<file path="src/rtl/cap_pkg.sv">
package cap_pkg;
  localparam int CAP_EDGES = 2;
  localparam int CAP_RISE  = 0;
  localparam int CAP_FALL  = 1;
endpackage

</file>
<file path="src/rtl/cap_sync.sv">
module cap_sync #(
  parameter int STAGES = 2
) (
  input  logic clk,
  input  logic rst,
  input  logic pin,
  input  logic en,
  output logic rise_ev,
  output logic fall_ev
);
  localparam int MSB = STAGES - 1;

  logic [MSB:0] chain;
  logic         prev;

  // The chain keeps sampling while detection is off, so re-enabling
  // cannot produce an edge from a stale level.
  always_ff @(posedge clk) begin
    if (rst) begin
      chain <= '0;
      prev  <= 1'b0;
    end else begin
      chain <= {chain[MSB-1:0], pin};
      prev  <= chain[MSB];
    end
  end

  assign rise_ev = en &  chain[MSB] & ~prev;
  assign fall_ev = en & ~chain[MSB] &  prev;

  initial begin
    assert (STAGES >= 2) else $error("assert_stage_count_R9: need two stages");
  end
endmodule

</file>
<file path="src/rtl/cap_latch.sv">
module cap_latch #(
  parameter int W = 16
) (
  input  logic         clk,
  input  logic         rst,
  input  logic         ev,
  input  logic [W-1:0] d,
  output logic [W-1:0] q
);
  always_ff @(posedge clk) begin
    if (rst)     q <= '0;
    else if (ev) q <= d;
  end

  assert_latch_only_on_edge_R1: assert property (@(posedge clk) disable iff (rst)
    !$stable(q) |-> $past(ev));
endmodule

</file>
<file path="src/rtl/cap_flag.sv">
module cap_flag (
  input  logic clk,
  input  logic rst,
  input  logic set,
  input  logic clr,
  output logic q
);
  always_ff @(posedge clk) begin
    if (rst)      q <= 1'b0;
    else if (set) q <= 1'b1;
    else if (clr) q <= 1'b0;
  end

  assert_set_wins_R7: assert property (@(posedge clk) disable iff (rst)
    set |=> q);
  assert_flag_sticky_R6: assert property (@(posedge clk) disable iff (rst)
    (q && !clr) |=> q);
endmodule

</file>
<file path="src/rtl/cap_unit.sv">
module cap_unit
  import cap_pkg::*;
#(
  parameter int CNT_W       = 16,
  parameter int SYNC_STAGES = 2
) (
  input  logic             clk,
  input  logic             rst,
  input  logic             cap_pin,
  input  logic             cap_en,
  input  logic [CNT_W-1:0] cnt_val,
  input  logic             rise_ie,
  input  logic             fall_ie,
  input  logic             rise_rld_en,
  input  logic             fall_rld_en,
  input  logic             flag_clr_rise,
  input  logic             flag_clr_fall,
  output logic [CNT_W-1:0] rise_cap,
  output logic [CNT_W-1:0] fall_cap,
  output logic             rise_flag,
  output logic             fall_flag,
  output logic             irq,
  output logic             cnt_load
);
  logic [CAP_EDGES-1:0] edge_ev, edge_ie, edge_rld, edge_clr, edge_flag;
  logic [CNT_W-1:0]     cap_q [CAP_EDGES];

  cap_sync #(.STAGES(SYNC_STAGES)) u_sync (
    .clk(clk), .rst(rst), .pin(cap_pin), .en(cap_en),
    .rise_ev(edge_ev[CAP_RISE]), .fall_ev(edge_ev[CAP_FALL])
  );

  assign edge_ie[CAP_RISE]  = rise_ie;
  assign edge_ie[CAP_FALL]  = fall_ie;
  assign edge_rld[CAP_RISE] = rise_rld_en;
  assign edge_rld[CAP_FALL] = fall_rld_en;
  assign edge_clr[CAP_RISE] = flag_clr_rise;
  assign edge_clr[CAP_FALL] = flag_clr_fall;

  for (genvar e = 0; e < CAP_EDGES; e++) begin : g_edge
    cap_latch #(.W(CNT_W)) u_latch (
      .clk(clk), .rst(rst), .ev(edge_ev[e]), .d(cnt_val), .q(cap_q[e])
    );
    cap_flag u_flag (
      .clk(clk), .rst(rst), .set(edge_ev[e] & edge_ie[e]),
      .clr(edge_clr[e]), .q(edge_flag[e])
    );
  end

  // Strobe leaves with the latch update; the counter reloads one edge later,
  // so the stored count is always the pre-reload one.
  always_ff @(posedge clk) begin
    if (rst) cnt_load <= 1'b0;
    else     cnt_load <= |(edge_ev & edge_rld);
  end

  assign rise_cap  = cap_q[CAP_RISE];
  assign fall_cap  = cap_q[CAP_FALL];
  assign rise_flag = edge_flag[CAP_RISE];
  assign fall_flag = edge_flag[CAP_FALL];
  assign irq       = |edge_flag;

  assert_disabled_quiet_R5: assert property (@(posedge clk) disable iff (rst)
    !cap_en |=> ($stable(rise_cap) && $stable(fall_cap) && !cnt_load));
  assert_load_needs_enable_R4: assert property (@(posedge clk) disable iff (rst)
    cnt_load |-> $past(rise_rld_en || fall_rld_en));
  assert_rise_flag_gated_R3: assert property (@(posedge clk) disable iff (rst)
    $rose(rise_flag) |-> $past(rise_ie));
  assert_fall_flag_gated_R3: assert property (@(posedge clk) disable iff (rst)
    $rose(fall_flag) |-> $past(fall_ie));
  assert_edge_exclusive_R2: assert property (@(posedge clk) disable iff (rst)
    !(!$stable(rise_cap) && !$stable(fall_cap)));
endmodule

</file>
<file path="config.mk">
export PLATFORM = sky130hd
export DESIGN_NAME = cap_unit
export DESIGN_NICKNAME = d
export VERILOG_FILES = /design/src/rtl/cap_pkg.sv /design/src/rtl/cap_sync.sv /design/src/rtl/cap_latch.sv /design/src/rtl/cap_flag.sv /design/src/rtl/cap_unit.sv
export SDC_FILE = /design/constraint.sdc
export NUM_CORES = 1
export LEC_CHECK = 0
export BUFFER_PORTS_ARGS = -buffer_cell sky130_fd_sc_hd__buf_2
export CORE_MARGIN = 2
export CORE_UTILIZATION = 41
export CTS_CLUSTER_DIAMETER = 120
export CTS_CLUSTER_SIZE = 14
export DETAILED_ROUTE_END_ITERATION = 8
export GPL_TIMING_DRIVEN = 1
export PLACE_DENSITY = 0.74
export SLEW_MARGIN = 20
export SYNTH_ARGS = -nofsm -noshare
export SYNTH_HDL_FRONTEND = slang
export SYNTH_HIERARCHICAL = 1
export SYNTH_SLANG_ARGS = --single-unit
</file>
<file path="constraint.sdc">
create_clock -name clk -period 1 [get_ports clk]
set_input_delay 0.1 -clock clk [delete_from_list [all_inputs] [get_ports clk]]
set_output_delay 0.1 -clock clk [all_outputs]
set_load 0.01 [all_outputs]
</file>
==> impl_results.md <==
* Metal2 WL at roughly 1.4 mm
* Fin. Hold Viols at 0
* Post-DP HPWL at between 2 and 2.5 mm
* Min Clock Period, post-route at roughly 1100 ps
* PwrDens at about 1400 nW/um2
* Drt wl/cell at ~12 um
* Final setup skew at around 17 ps
* Max Buffers Root-to-Sink at 2
* Post-synthesis sequential area ratio at 0.5492
* Critical Path AT at approximately 1400 ps
* Synth area leader: dfxtp_1
* Crit path max-delay cell type: dfxtp_2
* CTS tree: built
* Worst-Margin Slew at 165.2 ps
* Clock transition at path regs at around 120 ps
* Top-area cell type share of the netlist area at 0.5492
* Worst Hold Depth at 3
* Tot Pwr at 2.801 mW
* Max_slew headroom at 0.8867
* Flops & latches, synth at 38
* Crit end category: flip-flop
* Yosys warnings at 6
* Max layer used: met4
* Rows at 21
* Worst path required time at about 1200 ps
* Top_reg_cell synth: dfxtp_1
* Gate Count Post-Synth at roughly 130
* Ant. Diodes at 0
* Max FO, Critical Path at 12
* I/O pins at 62
* Max Clk Rate at just under 900 MHz
* CP startpoint kind: flip-flop
* HP Class: input port to flip-flop
* Finish-stage setup viols at 36
* Status: finished with violations
* Number of iterations in the first detailed-routing pass at 2
* Peak VDD IR at 768.3 uV
* Routed vias at approximately 1100
* Root Driver: clkbuf_4
* Final RePlAce weighted congestion at 0.6559
* Max stage delay on crit path at ~340 ps
* Register-to-Register Path Depth at 4
* H-tree levels at 2
* GR Overflow Total at 0
* Core Util, Final at 0.5950
* CP cell instances: and3b_2, buf_12, mux2i_1, nor2_1
* Sinks on Clock Net at 38
* Layout cells sized above 1 at 0.4335
* Met3 WL at 225 um
* DRC viols at 0
* Dpl ws at -158.0 ps
* P_leak at just under 0.9 nW
* Number of synthesized flops with an enable pin at 0
* Top cells by instance count after synthesis: 38 x dfxtp_1, 33 x nor2_1, 32 x mux2i_1
* DRT Wirelength at 2.874 mm
* Failing checks: setup timing
* Core ar. at 3284 um2
* DR iter-0 viols at 19
* Starting Density at 0.4217
* Worst skew pair latency at around 340 ps
* Vias in the first global route at roughly 1100
* Largest cells by area after synthesis: dfxtp_1 55%, mux2i_1 23%, nor2_1 8.9%, buf_12 2.9%, buf_6 1.6%
* Critical path class: flip-flop to flip-flop
* Total Routing Usage GR at 0.1575
* Synthesis-to-layout area growth at 41.10%
* Post-Syn Area at 1385 um2
* Wl on met1 at ~1.2 mm
* Die W at 62.12 um
* Period utilisation layout at 1.136
* Port bufs at a little over 60
* Synth unique cells at 15
* Largest net degree at the start of global routing at 39
* Initial antenna violation count at 0
* Avg Vias per Cell at between 4 and 5
* RSZ-0062 raised after global routing: true
* Die H at 62.12 um
* Die area at roughly 3900 um2
* TritonCTS Buffers at 5
* Final setup margin at -135.9 ps
* Number of max-cap violations at 0
* Count leader, synth: dfxtp_1
* Synth async-reset ratio at 0
* First-pass GRT wire length at around 4.9 mm
* Nets at 228
* Final Max Tran Viols at 0
* Mean Syn Cell Area at 10.99 um2
* Number of nets with antenna violations after routing at 0
* Syn Nets at 152
## path summary, 6_finish.rpt
| kind | from | end | slack [ps] |
|---|---|---|---|
| max reg2reg | u_sync/prev$_SDFF_PP0_ | g_edge[0].u_latch/q[14]$_SDFFE_PP0P_ | -140 |
| max | u_sync/prev$_SDFF_PP0_ | g_edge[0].u_latch/q[14]$_SDFFE_PP0P_ | -140 |
| min | cnt_val[9] | g_edge[0].u_latch/q[9]$_SDFFE_PP0P_ | 10 |
| min reg2reg | u_sync/chain[0]$_SDFF_PP0_ | u_sync/chain[1]$_SDFF_PP0_ | 450 |
## cell type report
class | count | area, um2
repair buffers | 77 | 496.7
multi-input cells | 78 | 544.3
flip-flops and latches | 38 | 765.7
inverters | 2 | 7.507
well taps | 46 | 57.56
clock inverters | 3 | 45.04
fillers | 292 | 1330
clock buffers | 5 | 37.54
## through the flow
stage	cell area (um2)	TNS, ps	hold WS (ps)	instances
final	1954	-3810	12.20	249
after global routing	1954	-5855	8.898	249
after CTS	1929	-4149	0.06384	247
after detailed placement	1730	-3867	329.4	230
after global placement	1730	-2613	318.8	230
after floorplan	1385	-2849	162.4	126
## repair_timing
| item | 4_1_cts | 5_1_grt |
|---|---|---|
| setup endpoints to repair | 36 | 38 |
| gates cloned | 1 | 0 |
| hold buffers | 6 | 0 |
| setup buffers | 2 | 3 |
| pin swaps | 1 | 4 |
| hold endpoints to repair | 7 | 0 |
| resized for setup | 12 | 4 |
## cells in the final DEF, fill, tap and decap left out, drive strengths merged
cell type     n
clkinvlp      2
inv           2
nand2b        2
nor2b         3
nor2         33
dfxtp        38
a21oi         2
mux2i        32
or2           1
clkbuf        5
dlygate4sd3   6
a22oi         1
and3b         2
and2          2
bufinv        1
buf          71
## critical path, delay by kind of cell (launching register included)
kind,cells,cell delay [ps]
buffers and inverters,1,160
flip-flops,1,340
multiplexers,1,200
AND/OR/NAND/NOR,2,320
## metal layers
metal  vias up  global-route usage
li1        566                   -
met1       507              0.1644
met2        46              0.2880
met3         6             0.06341
met4         0             0.05000
met5         -                   0
## sequential cells by signal (all words and copies together) (netlist names)
register	cells
u_sync/prev	1
g_edge.u_latch/q	32
u_sync/chain	2
cnt_load	1
g_edge.u_flag/q	2
## where the power goes
group | internal (mW) | total, mW | leakage (nW) | switching, mW
Sequential | 1.54 | 1.55 | 0.309 | 0.0123
Clock | 0.525 | 1.03 | 0.0374 | 0.501
Combinational | 0.121 | 0.222 | 0.531 | 0.102
## kinds of logic after synthesis
logic type,Yosys count,share of synthesized area
simple gates,43,0.1382
mux,32,0.2313
flops,38,0.5492
buf+inv,10,0.06324
compound gates,3,0.01807
Power figures use the tool's default switching activity.
